===== config.mk =====
export PLATFORM = sky130hd
export DESIGN_NAME = rx_lock_tracker
export DESIGN_NICKNAME = d
export VERILOG_FILES = /design/src/rtl/lock_pkg.sv /design/src/rtl/lock_event_decode.sv /design/src/rtl/lock_loss_monitor.sv /design/src/rtl/lock_fsm.sv /design/src/rtl/rx_lock_tracker.sv
export SDC_FILE = /design/constraint.sdc
export NUM_CORES = 1
export LEC_CHECK = 0
export BUFFER_PORTS_ARGS = -buffer_cell sky130_fd_sc_hd__buf_2
export CORE_MARGIN = 8
export CORE_UTILIZATION = 55
export DETAILED_ROUTE_END_ITERATION = 12
export PLACE_DENSITY = 0.79
export SLEW_MARGIN = 20
export SYNTH_ARGS = -nofsm -noshare
export SYNTH_HDL_FRONTEND = slang
export SYNTH_SLANG_ARGS = --single-unit

===== constraint.sdc =====
create_clock -name clk -period 6.4 [get_ports clk]
set_input_delay 0.32 -clock clk [delete_from_list [all_inputs] [get_ports clk]]
set_output_delay 0.32 -clock clk [all_outputs]
set_load 0.1 [all_outputs]

===== src/rtl/lock_pkg.sv =====
package lock_pkg;

    typedef enum logic [1:0] {
        ST_HUNT       = 2'd0,
        ST_WANT_DATA  = 2'd1,
        ST_WANT_COMMA = 2'd2,
        ST_LOCKED     = 2'd3
    } lock_state_e;

    typedef enum logic [1:0] {
        POL_COUNTED = 2'd0,
        POL_ADJ1    = 2'd1,
        POL_ADJ2    = 2'd2,
        POL_ADJ3    = 2'd3
    } loss_policy_e;

    typedef struct packed {
        logic valid;
        logic comma;
        logic err;
    } cg_event_t;

endpackage


===== src/rtl/lock_event_decode.sv =====
module lock_event_decode
    import lock_pkg::*;
(
    input  logic         clk,
    input  logic         rst,
    input  logic         cg_valid,
    input  logic         cg_comma,
    input  logic         cg_bad_code,
    input  logic         cg_disp_err,
    input  logic [1:0]   hyst_sel,
    output cg_event_t    ev,
    output loss_policy_e policy,
    output logic         sel_chg
);

    logic [1:0] sel_q;

    always_ff @(posedge clk) begin
        sel_q <= hyst_sel;
    end

    always_comb begin
        ev.valid = cg_valid;
        ev.err   = cg_valid & (cg_bad_code | cg_disp_err);
        ev.comma = cg_valid & cg_comma;
        policy   = loss_policy_e'(hyst_sel);
        sel_chg  = !rst && (hyst_sel != sel_q);
    end

endmodule


===== src/rtl/lock_loss_monitor.sv =====
module lock_loss_monitor
    import lock_pkg::*;
#(
    parameter int ERR_LIMIT = 4,
    parameter int GOOD_RUN  = 4
) (
    input  logic         clk,
    input  logic         rst,
    input  logic         clear,
    input  cg_event_t    ev,
    input  loss_policy_e policy,
    output logic         drop
);

    localparam int EW = $clog2(ERR_LIMIT + 1);
    localparam int GW = $clog2(GOOD_RUN);
    localparam logic [EW-1:0] ERR_TOP  = EW'(ERR_LIMIT - 1);
    localparam logic [GW-1:0] GOOD_TOP = GW'(GOOD_RUN - 1);

    logic [EW-1:0] err_q, err_d;
    logic [GW-1:0] good_q, good_d;
    logic [1:0]    adj_q, adj_d;
    logic          hit;

    always_comb begin
        err_d  = err_q;
        good_d = good_q;
        adj_d  = adj_q;
        hit    = 1'b0;
        if (ev.valid) begin
            if (policy == POL_COUNTED) begin
                if (ev.err) begin
                    good_d = '0;
                    if (err_q == ERR_TOP) hit = 1'b1;
                    else                  err_d = err_q + 1'b1;
                end else if (err_q != '0) begin
                    if (good_q == GOOD_TOP) begin
                        good_d = '0;
                        err_d  = err_q - 1'b1;
                    end else begin
                        good_d = good_q + 1'b1;
                    end
                end
            end else begin
                if (ev.err) begin
                    if (({1'b0, adj_q} + 3'd1) >= {1'b0, policy}) hit = 1'b1;
                    else adj_d = adj_q + 1'b1;
                end else begin
                    adj_d = '0;
                end
            end
        end
        drop = hit & ~clear;
    end

    always_ff @(posedge clk) begin
        if (rst || clear || hit) begin
            err_q  <= '0;
            good_q <= '0;
            adj_q  <= '0;
        end else begin
            err_q  <= err_d;
            good_q <= good_d;
            adj_q  <= adj_d;
        end
    end

    // a good group while locked wipes the adjacent-error run
    p_good_clears_run_r8: assert property (@(posedge clk) disable iff (rst)
        (ev.valid && !ev.err && policy != POL_COUNTED) |=> (adj_q == 2'd0));

    // the count never sits at or above the limit
    p_err_below_limit_r5: assert property (@(posedge clk) disable iff (rst)
        (err_q < EW'(ERR_LIMIT)));

endmodule


===== src/rtl/lock_fsm.sv =====
module lock_fsm
    import lock_pkg::*;
#(
    parameter int COMMAS_TO_LOCK = 3
) (
    input  logic        clk,
    input  logic        rst,
    input  cg_event_t   ev,
    input  logic        sel_chg,
    input  logic        drop,
    output lock_state_e state_q,
    output logic        sync_ok,
    output logic        mon_clear
);

    localparam int CW = $clog2(COMMAS_TO_LOCK + 1);
    localparam logic [CW-1:0] LAST_COMMA = CW'(COMMAS_TO_LOCK - 1);

    lock_state_e   state_d;
    logic [CW-1:0] cnt_q, cnt_d;

    always_comb begin
        state_d = state_q;
        cnt_d   = cnt_q;
        if (sel_chg) begin
            state_d = ST_HUNT;
            cnt_d   = '0;
        end else if (ev.valid) begin
            unique case (state_q)
                ST_HUNT: begin
                    if (ev.comma && !ev.err) begin
                        state_d = ST_WANT_DATA;
                        cnt_d   = CW'(1);
                    end
                end
                ST_WANT_DATA: begin
                    if (ev.err) begin
                        state_d = ST_HUNT;
                        cnt_d   = '0;
                    end else if (ev.comma) begin
                        cnt_d = CW'(1);
                    end else begin
                        state_d = ST_WANT_COMMA;
                    end
                end
                ST_WANT_COMMA: begin
                    if (ev.err) begin
                        state_d = ST_HUNT;
                        cnt_d   = '0;
                    end else if (ev.comma) begin
                        if (cnt_q == LAST_COMMA) begin
                            state_d = ST_LOCKED;
                            cnt_d   = '0;
                        end else begin
                            state_d = ST_WANT_DATA;
                            cnt_d   = cnt_q + 1'b1;
                        end
                    end
                end
                ST_LOCKED: begin
                    if (drop) state_d = ST_HUNT;
                end
                default: state_d = ST_HUNT;
            endcase
        end
    end

    always_ff @(posedge clk) begin
        if (rst) begin
            state_q <= ST_HUNT;
            cnt_q   <= '0;
        end else begin
            state_q <= state_d;
            cnt_q   <= cnt_d;
        end
    end

    always_comb begin
        sync_ok   = (state_q == ST_LOCKED);
        mon_clear = (state_q != ST_LOCKED) || sel_chg;
    end

    // lock is only entered on a clean comma
    p_lock_on_comma_r3: assert property (@(posedge clk) disable iff (rst)
        (state_q == ST_LOCKED && $past(state_q) != ST_LOCKED)
            |-> $past(ev.comma && !ev.err));

    // errors during acquisition go back to hunting
    p_acq_error_r4: assert property (@(posedge clk) disable iff (rst)
        (ev.valid && ev.err && !sel_chg &&
         (state_q == ST_WANT_DATA || state_q == ST_WANT_COMMA))
            |=> (state_q == ST_HUNT));

    // no strobe, no movement
    p_idle_hold_r2: assert property (@(posedge clk) disable iff (rst)
        (!ev.valid && !sel_chg) |=> $stable(state_q));

    // select change restarts acquisition
    p_sel_restart_r10: assert property (@(posedge clk) disable iff (rst)
        sel_chg |=> (state_q == ST_HUNT));

endmodule


===== src/rtl/rx_lock_tracker.sv =====
module rx_lock_tracker
    import lock_pkg::*;
#(
    parameter int COMMAS_TO_LOCK = 3,
    parameter int ERR_LIMIT      = 4,
    parameter int GOOD_RUN       = 4
) (
    input  logic       clk,
    input  logic       rst,
    input  logic       cg_valid,
    input  logic       cg_comma,
    input  logic       cg_bad_code,
    input  logic       cg_disp_err,
    input  logic [1:0] hyst_sel,
    output logic       sync_ok,
    output logic [1:0] lock_state
);

    cg_event_t    ev;
    loss_policy_e policy;
    logic         sel_chg;
    logic         drop;
    logic         mon_clear;
    lock_state_e  state_q;

    lock_event_decode u_decode (
        .clk         (clk),
        .rst         (rst),
        .cg_valid    (cg_valid),
        .cg_comma    (cg_comma),
        .cg_bad_code (cg_bad_code),
        .cg_disp_err (cg_disp_err),
        .hyst_sel    (hyst_sel),
        .ev          (ev),
        .policy      (policy),
        .sel_chg     (sel_chg)
    );

    lock_loss_monitor #(
        .ERR_LIMIT (ERR_LIMIT),
        .GOOD_RUN  (GOOD_RUN)
    ) u_monitor (
        .clk    (clk),
        .rst    (rst),
        .clear  (mon_clear),
        .ev     (ev),
        .policy (policy),
        .drop   (drop)
    );

    lock_fsm #(
        .COMMAS_TO_LOCK (COMMAS_TO_LOCK)
    ) u_fsm (
        .clk       (clk),
        .rst       (rst),
        .ev        (ev),
        .sel_chg   (sel_chg),
        .drop      (drop),
        .state_q   (state_q),
        .sync_ok   (sync_ok),
        .mon_clear (mon_clear)
    );

    assign lock_state = state_q;

    // one error under the single-error policy ends lock
    p_single_drop_r7: assert property (@(posedge clk) disable iff (rst)
        (sync_ok && cg_valid && cg_bad_code && hyst_sel == 2'b01 && !sel_chg)
            |=> !sync_ok);

    // lock is never reported the cycle after reset
    p_reset_clears_r1: assert property (@(posedge clk)
        $past(rst) |-> (!sync_ok && lock_state == 2'd0));

endmodule


### Yosys cells after proc, flatten, opt, wreduce, memory -nomap -nowiden

Cells that the tools add are included.

* output and inout bits: 3
* bits in registers: 13

* muxes and demuxes: 29
* eq/ne operators: 15
* bitwise logic cells: 6
* reduce and logical (&&, ||, !) cells: 19
* magnitude comparators: 1
* add/sub/neg operators: 6

Operators by type and width (count)
* 2-to-1 mux 2 bit: 17
* AND reduction 5 bit: 3
* 2-to-1 mux 3 bit: 4
* == test 2 bit, second input constant: 4
* case mux 2 bit (4 select lines): 1
* adder 2 x 1 -> 2 bit, second input constant: 3
* 2-to-1 mux 1 bit: 6
* != test 2 bit, second input constant: 3
* != test 3 x 1 -> 1 bit, second input constant: 2
* case mux 2 bit (3 select lines): 1
* AND reduction 3 bit: 2
* nonzero test 3 bit: 2
* zero test 2 bit: 2
* != test 2 x 1 -> 1 bit, second input constant: 2
* nonzero test 2 bit: 2
* adder 2 x 1 -> 3 bit, second input constant: 1
* adder 3 x 1 -> 3 bit, second input constant: 1
* bitwise AND 1 bit: 3
* == test 3 x 2 -> 1 bit, second input constant: 1
* greater-or-equal comparator 3 x 2 -> 1 bit: 1
* logical OR 1 bit: 3
* != test 3 bit, second input constant: 1
* subtractor 3 x 1 -> 3 bit, second input constant: 1
* == test 2 x 1 -> 1 bit, second input constant: 1
* 6 further kinds: 9

### Longest topological paths before layout

Gate-level depths: netlist (run 1).

* depth in word-level cells: 9
* depth in mapped cells: 8

### Cells and area by module

From an unflattened synthesis (run 1), not the netlist that was laid out.

* cells, all modules: 110
* area total of the unflattened synthesis: 973.4 um2

Modules (own cells, without submodules)
* lock_loss_monitor: instances 1, area each 511.7 um2, cells an instance 57, seq. area each 140.1 um2
* lock_fsm: instances 1, area each 362.8 um2, cells an instance 43, seq. area each 80.1 um2
* lock_event_decode: instances 1, area each 98.8 um2, cells an instance 10, seq. area each 40.0 um2

### Least setup slack after synthesis (run 1)

OpenSTA, ideal clock, no wires.

* kind: reg-to-reg
* start point: register u_fsm.state_q[1]
* end point: register u_monitor.err_q[1]
* cell stages (with the launch flop): 5
* data arrival time: 2.516 ns
* slack: 3.799 ns
* setup time: 0.086 ns
* path buffers: 0
* required time: 6.314 ns
* period minus slack after synthesis: 2.601 ns
* cell sequence: dfxtp_1 ha_1 o21a_1 nand2_1 a211oi_1

* cells in the longest elaborated chain, start to end: 4

RTL lines
* start: declaration: RTL line lock_fsm.sv:11 `output lock_state_e state_q,`
* start signal: assignment: RTL line lock_fsm.sv:73 `state_q <= state_d;`
* != test 2 bit: RTL line lock_fsm.sv:80 `mon_clear = (state_q != ST_LOCKED) || sel_chg;`
* logical OR 1 bit: RTL line lock_fsm.sv:80
* logical OR 1 bit (2 in series): RTL line lock_loss_monitor.sv:57 `if (rst || clear || hit) begin`
* end signal: assignment: RTL line lock_loss_monitor.sv:62 `err_q <= err_d;`
* end: declaration: RTL line lock_loss_monitor.sv:20 `logic [EW-1:0] err_q, err_d;`

Every way passes these cells.
A chain may end at the register's enable or synchronous reset.

### Worst setup path in the final report (run 1)

* start point: register u_monitor.adj_q[0]
* end point: register u_fsm.state_q[0]

* cells in the longest elaborated chain, start to end: 9

RTL lines
* start: declaration: RTL line lock_loss_monitor.sv:22 `logic [1:0] adj_q, adj_d;`
* start signal: assignment: RTL line lock_loss_monitor.sv:64 `adj_q <= adj_d;`
* adder 2 x 1 -> 3 bit: RTL line lock_loss_monitor.sv:46 `if (({1'b0, adj_q} + 3'd1) >= {1'b0, policy}) hit = 1'b1;`
* greater-or-equal comparator 3 x 2 -> 1 bit: RTL line lock_loss_monitor.sv:46
* 2-to-1 mux 1 bit: RTL line lock_loss_monitor.sv:46
* 2-to-1 mux 1 bit: RTL line lock_loss_monitor.sv:45 `if (ev.err) begin`
* 2-to-1 mux 1 bit: RTL line lock_loss_monitor.sv:31 `if (policy == POL_COUNTED) begin`
* 2-to-1 mux 1 bit: RTL line lock_loss_monitor.sv:30 `if (ev.valid) begin`
* bitwise AND 1 bit: RTL line lock_loss_monitor.sv:53 `drop = hit & ~clear;`
* != test 2 x 1 -> 1 bit (no source line)
* AND reduction 5 bit (no source line)

Every way passes these cells.

==> flow_summary.yaml, run 1 <==
outcome:
  status: "completed"
global_routing:
  grt_pass1_wl_um: 3118
  grt.total_usage_pct: 11.81
  grt_max_degree: 10
  grt-ovfl-total: 0
  antenna_found_initial: 0
  grt_pass1_vias: 757
worst_setup_path:
  reg2regPathDepth: 6
  path_buf_inv: 1
  reg2reg_slack_ns: 4.19
  cp_slowest_cell: "or4_1"
  timing.rr.start: "u_monitor.adj_q[0]"
  critPathLaunchType: "flop"
  path_cells: "inv_1, fa_1, o311a_1, o21a_1, or4_1, o31ai_1"
  worstSetupEndpoint: "u_fsm.state_q[0]"
  rr_endpoint: "u_fsm.state_q[0]"
  path_delay_family: "compound AO/OA/AOI/OAI gates"
  startpoint: "u_monitor.adj_q[0]"
  critPathCaptureType: "flop"
  required_ns: 6.59
  max_stage_delay_ns: 0.50
  crit_type: "reg -> reg"
  arrival_ns: 2.40
  cp.depth: 6
  path_max_fanout: 4
die:
  core_area_um2: 1471
  num_io_pins: 11
  initial_utilization_pct: 57.65
  rows: 14
  dieArea_um2: 3055
  fp.dieH_um: 55.28
  die_x_um: 55.28
clock_network:
  clk_latency_ns: 0.29
  cts_sinks: 13
  max-clock-path-buffers: 2
  cts_hold_buf: 0
  cts-resized-gates: 0
  post_cts_buffers: 0
  clockRootBuffer: "clkbuf_4"
  cts_tree: "yes"
  h-tree-depth: 1
  cts_buffers: 3
  clk_pin_slew_worst_paths_ns: 0.09
yosys:
  muxShareOfSynthArea_pct: 2.360
  yosys.area_share.simple_pct: 21.39
  ys_ff_latch: 13
  synthesis.area_um2: 848.3
  yosysWarnings: 0
  synth-xor-area-share_pct: 5.162
  ys_seq_area_share_pct: 30.68
  yosys.area_share.adder_pct: 15.04
  synth_cell_types: 38
  synth_area_per_cell_um2: 8.746
  synth_compound_area_share_pct: 20.06
  synth_top_family_by_area: "simple AND/OR/NAND/NOR gates"
  syn_nets: 114
  synth_cells: 97
timing:
  rsz0062_at_grt: "false"
  fin_tns_setup_ns: 0
  max_freq_mhz: 451.9
  tightestPinTransition_ns: 0.4867
  period_needed_ns: 2.213
  maxSlewViolCount: 0
  finClkSkew_ns: 0.01385
  setup_slack_ns: 4.187
  hold_viol_final: 0
  post-route-period-util_pct: 34.58
  slew_headroom_pct: 67.77
  setup_viol: 0
final_layout:
  final_common_cell: "dfxtp_1"
  register_area_um2: 260.3
  syn2layout_area_growth_pct: 10.03
  final_cell_mix: "13 x dfxtp_1, 10 x buf_2, 8 x inv_1, 8 x nand2_1"
  num-fill-cells: 137
  multi_input_area_um2: 543.0
  final_nets: 128
  post-route-util_pct: 63.44
  antennaDiodeCount: 0
  drive_gt1_share_pct: 13.64
  stdcell_count: 126
hold_path:
  hold_class: "in -> reg"
  hold_depth: 1
route:
  wl_per_cell_um: 13.88
  drc: 0
  antenna_left: 0
  via_count: 757
  drtIter0Drc: 11
  drt_wl_total_um: 1749
  via_per_inst: 6.008
  drtPass1Iterations: 4
power:
  max-vdd-ir-drop_mv: 0.1350
  finalPower_uw: 152.6
  pwr_density_cell_nw_per_um2: 163.5
  p_leak_nw: 0.3563
job:
  cap_violations: 0
placement:
  place_congestion: 0.8911
  dp_slack_ns: 4.165
  port_buffers: 10
  dp_cells: 122
  dp_hpwl_um: 1315
## routing by layer
| metal | vias to the layer above | global-route usage (%) | routed length (µm) |
|---|---|---|---|
| met5 | - | 0 | 0 |
| met4 | 0 | 5.634 | 40 |
| met3 | 9 | 4.110 | 76 |
| met2 | 16 | 18.43 | 828 |
| met1 | 353 | 13.97 | 803 |
| li1 | 379 | - | - |
## worst register-to-register path, delay by kind of cell (launching register included)
family                     cells  cell delay (ns)
AOI/OAI and AO/OA              3             0.67
adders and majority gates      1             0.49
buffers and inverters          1             0.09
DFF                            1             0.38
and+or+nand+nor                1             0.50
## report_power, final
group / leakage (nW) / internal [mW] / switching (mW)
clock: 0.0150 / 0.0242 / 0.0286
sequential: 0.105 / 0.0816 / 0.000415
combinational: 0.236 / 0.00700 / 0.0108
## worst min-delay path by stage
stage | from | end | slack [ns]
global route | hyst_sel[0] | u_decode.sel_q[0] | 0.20
detailed placement | u_monitor.good_q[1] | u_monitor.good_q[1] | 0.47
floorplan | hyst_sel[0] | u_decode.sel_q[0] | 0.35
finish | hyst_sel[0] | u_decode.sel_q[0] | 0.19
CTS | hyst_sel[0] | u_decode.sel_q[0] | 0.20
global placement | u_monitor.good_q[1] | u_monitor.good_q[1] | 0.46
## synthesized netlist by cell type (all sizes together)
cell     n  area, µm²
a211oi   3      22.52
a21oi    5      25.02
a221oi   1      8.760
a22oi    1      7.510
a311o    2      20.02
a31oi    1      6.260
a32oi    1      8.760
and2     1      6.260
and3     1      6.260
and3b    1      8.760
buf      1      11.26
dfxtp   13      260.3
fa       2      40.04
ha       7      87.58
inv      9      33.78
mux2i    2      20.02
nand2    8      30.03
nand2b   1      6.260
nand3    2      10.01
nand4    1      6.260
nor2     8      32.54
nor2b    2      12.51
nor3     2      10.01
nor3b    1      7.510
o211ai   1      7.510
o21a     2      15.01
o21ai    3      15.01
o311a    1      10.01
o31a     1      8.760
o31ai    2      15.01
or2      1      6.260
or3      1      6.260
or3b     2      17.52
or4      2      15.01
xnor2    4      35.03
xor2     1      8.760
## logic make-up after synthesis
kind of cell / after synthesis
compound gates: 24
xor+xnor: 5
fa+ha+maj: 9
buf+inv: 10
flops: 13
mux: 2
simple gates: 34
## state kept, by name (all words and copies together) (netlist names)
register and cells:
u_fsm.cnt_q 2, u_fsm.state_q 2, u_monitor.good_q 2, u_monitor.adj_q 2, u_decode.sel_q 2, u_monitor.err_q 3
## cell type report
| type | count | area share [%] |
|---|---|---|
| Tap cell | 16 | 2.145 |
| Timing Repair Buffer | 10 | 5.362 |
| Sequential cell | 13 | 27.88 |
| Clock buffer | 4 | 2.815 |
| Multi-Input combinational cell | 74 | 58.18 |
| Inverter | 9 | 3.619 |
## stage by stage
step                instance area (µm²)  hold WS [ns]
finish                            933.4        0.1925
global route                      933.4        0.2026
CTS                               933.4        0.1996
detailed placement                907.1        0.4670
global placement                  907.1        0.4598
floorplan                         848.3        0.3477
Note: power is estimated with default switching activity, not from simulation.
==> run 2: changes to the inputs <==
ABC_AREA = 1   (was not set)
CORE_ASPECT_RATIO = 1.2   (was not set)
CORE_UTILIZATION = 50   (was 55)
PLACE_DENSITY = 0.76   (was 0.79)
clock period = 2 ns   (was 6.4 ns; I/O delays follow)
==> flow_summary.yaml, run 2 <==
power:
  max-vdd-ir-drop_mv: 0.2484
  p_leak_nw: 0.4744
  pwr_density_cell_nw_per_um2: 471.8
global_routing:
  grt_pass1_vias: 870
  use_met2_pct: 18.40
  use_met1_pct: 12.33
  grt_pass1_wl_um: 3387
  grt_util_met3_pct: 2.605
  antenna_found_initial: 0
  grt.total_usage_pct: 11.03
  grt-ovfl-total: 0
  grt_max_degree: 10
  top_usage_layer: "met2"
final_layout:
  final_common_cell: "nand2_1"
  top_register: "u_monitor.err_q"
  antennaDiodeCount: 0
  syn2layout_area_growth_pct: 12.28
  final_nets: 178
  post-route-util_pct: 58.20
  largest_reg_flops: 3
  final_cell_mix: "39 x nand2_1, 21 x nor2_1, 19 x inv_1"
  drive_gt1_share_pct: 18.13
timing:
  fin_tns_setup_ns: 0
  rsz0062_at_grt: "false"
  maxSlewViolCount: 0
  setup_viol: 0
  slew_headroom_pct: 67.87
  finClkSkew_ns: 0.007548
  period_needed_ns: 1.802
  hold_viol_final: 0
  post-route-period-util_pct: 90.09
  tightestPinTransition_ns: 0.4853
  max_freq_mhz: 555.0
yosys:
  synth_area_per_cell_um2: 6.463
  synth-edff-count: 0
  synthMostInstantiatedCell: "nand2_1"
  yosysWarnings: 0
  synth_cell_types: 20
  syn_nets: 162
  ys.flop_type: "dfxtp_1"
  synth_top_cell_by_area: "dfxtp_1"
  yosys-top-cells-area: "dfxtp_1 28%, nand2_1 16%, ha_1 9.3%"
  ys_ff_latch: 13
  synthArstFlopShare_pct: 0
  ys_seq_area_share_pct: 27.77
  synth_top_area_share_pct: 27.77
  synthesis.area_um2: 937.1
  synth_cells: 145
  yosys-top-cells-count: "39 x nand2_1, 21 x nor2_1, 19 x inv_1"
route:
  wl_per_cell_um: 10.19
  drtIter0Drc: 19
  via_per_inst: 5.078
  drc: 0
  via_count: 909
  drtPass1Iterations: 4
  antenna_left: 0
  drt_wl_total_um: 1824
clock_network:
  max-clock-path-buffers: 2
  clk_latency_ns: 0.28
  clk_pin_slew_worst_paths_ns: 0.08
  post_cts_buffers: 0
  h-tree-depth: 1
  cts_sinks: 13
  cts_buffers: 3
  cts_tree: "yes"
  clockRootBuffer: "clkbuf_4"
worst_setup_path:
  crit_type: "reg -> reg"
  required_ns: 2.20
  arrival_ns: 2.00
  path_max_fanout: 7
  critPathCaptureType: "flop"
  critPathLaunchType: "flop"
job:
  cap_violations: 0
placement:
  dp_hpwl_um: 1489
  port_buffers: 10
  place_congestion: 0.8090
die:
  dieArea_um2: 3521
  fp.dieH_um: 63.43
  die_x_um: 55.52
  initial_utilization_pct: 51.83
  core_area_um2: 1808
  rows: 17
  num_io_pins: 11
outcome:
  status: "completed"
hold_path:
  hold_class: "in -> reg"
## run 2: changes by cell type in the layout (fill, tap and decap cells not counted), sizes merged, moves of 11 or more
cell / delta
nand2: +35
nor2: +17
inv: +13
nand3: +11
## run 2: power breakdown
part	internal, mW	switching [mW]	total, mW	leakage (nW)
Clock	0.0773	0.0858	0.163	0.0150
Combinational	0.0257	0.0453	0.0710	0.353
Sequential	0.261	0.00130	0.262	0.106
## run 2: worst max-delay path: stages, from the launching register on
cell and delay, ns:
dfxtp_1 0.36, inv_1 0.09, fa_1 0.51, nor2_1 0.04
o21ai_0 0.10, nand3_1 0.10, nand2_1 0.10, nand3_1 0.22
a21oi_1 0.20
## run 2: kinds of logic after synthesis
family	after synthesis	share of synthesized area [%]
simple gates	85	40.45
fa+ha+maj	9	13.62
compound gates	16	9.346
flops	13	27.77
buf+inv	22	8.812
## run 2: per-layer routing
metal	share of wire (%)	vias to the layer above
met5	0	-
met3	4.3	5
met4	2.4	0
li1	-	484
met1	48	403
met2	45	17
## run 2: per-stage QoR
| stage | worst slack [ns] | cells | cell area, µm² | total power [mW] | hold WS, ns |
|---|---|---|---|---|---|
| 3_3_place_gp | 0.3245 | 174 | 1016 | 0.3367 | 0.2627 |
| 5_1_grt | 0.07873 | 179 | 1052 | 0.5207 | 0.01995 |
| 6_report | 0.1982 | 179 | 1052 | 0.4964 | 0.001649 |
| 4_1_cts | 0.2019 | 179 | 1052 | 0.5017 | 0.001772 |
| 3_5_place_dp | 0.2312 | 174 | 1016 | 0.3383 | 0.2643 |
| 2_1_floorplan | 0.03556 | 145 | 942.2 | 0.3175 | 0.1277 |
## run 2: area by class of cell
| cell class | instances | area, µm² |
|---|---|---|
| Multi-Input combinational cell | 110 | 596.8 |
| Sequential cell | 13 | 262.8 |
| Inverter | 22 | 82.58 |
| Clock buffer | 4 | 26.28 |
| Timing Repair Buffer | 11 | 60.06 |
| Fill cell | 187 | 755.7 |
| Tap cell | 19 | 23.77 |
## run 2: repair_timing
item                                   4_1_cts  5_1_grt
endpoints found under the hold margin        1        0
resized for setup                            0        0
hold buffers                                 1        0
## run 2: worst paths after layout
check,startpoint,end,slack (ns),cells after the start
min reg2reg,u_monitor.good_q[1],u_monitor.good_q[1],0.47,2
max reg2reg,u_monitor.adj_q[0],u_monitor.err_q[1],0.20,8
min,hyst_sel[1],u_decode.sel_q[1],0.002,1
max,u_monitor.adj_q[0],u_monitor.err_q[1],0.20,8
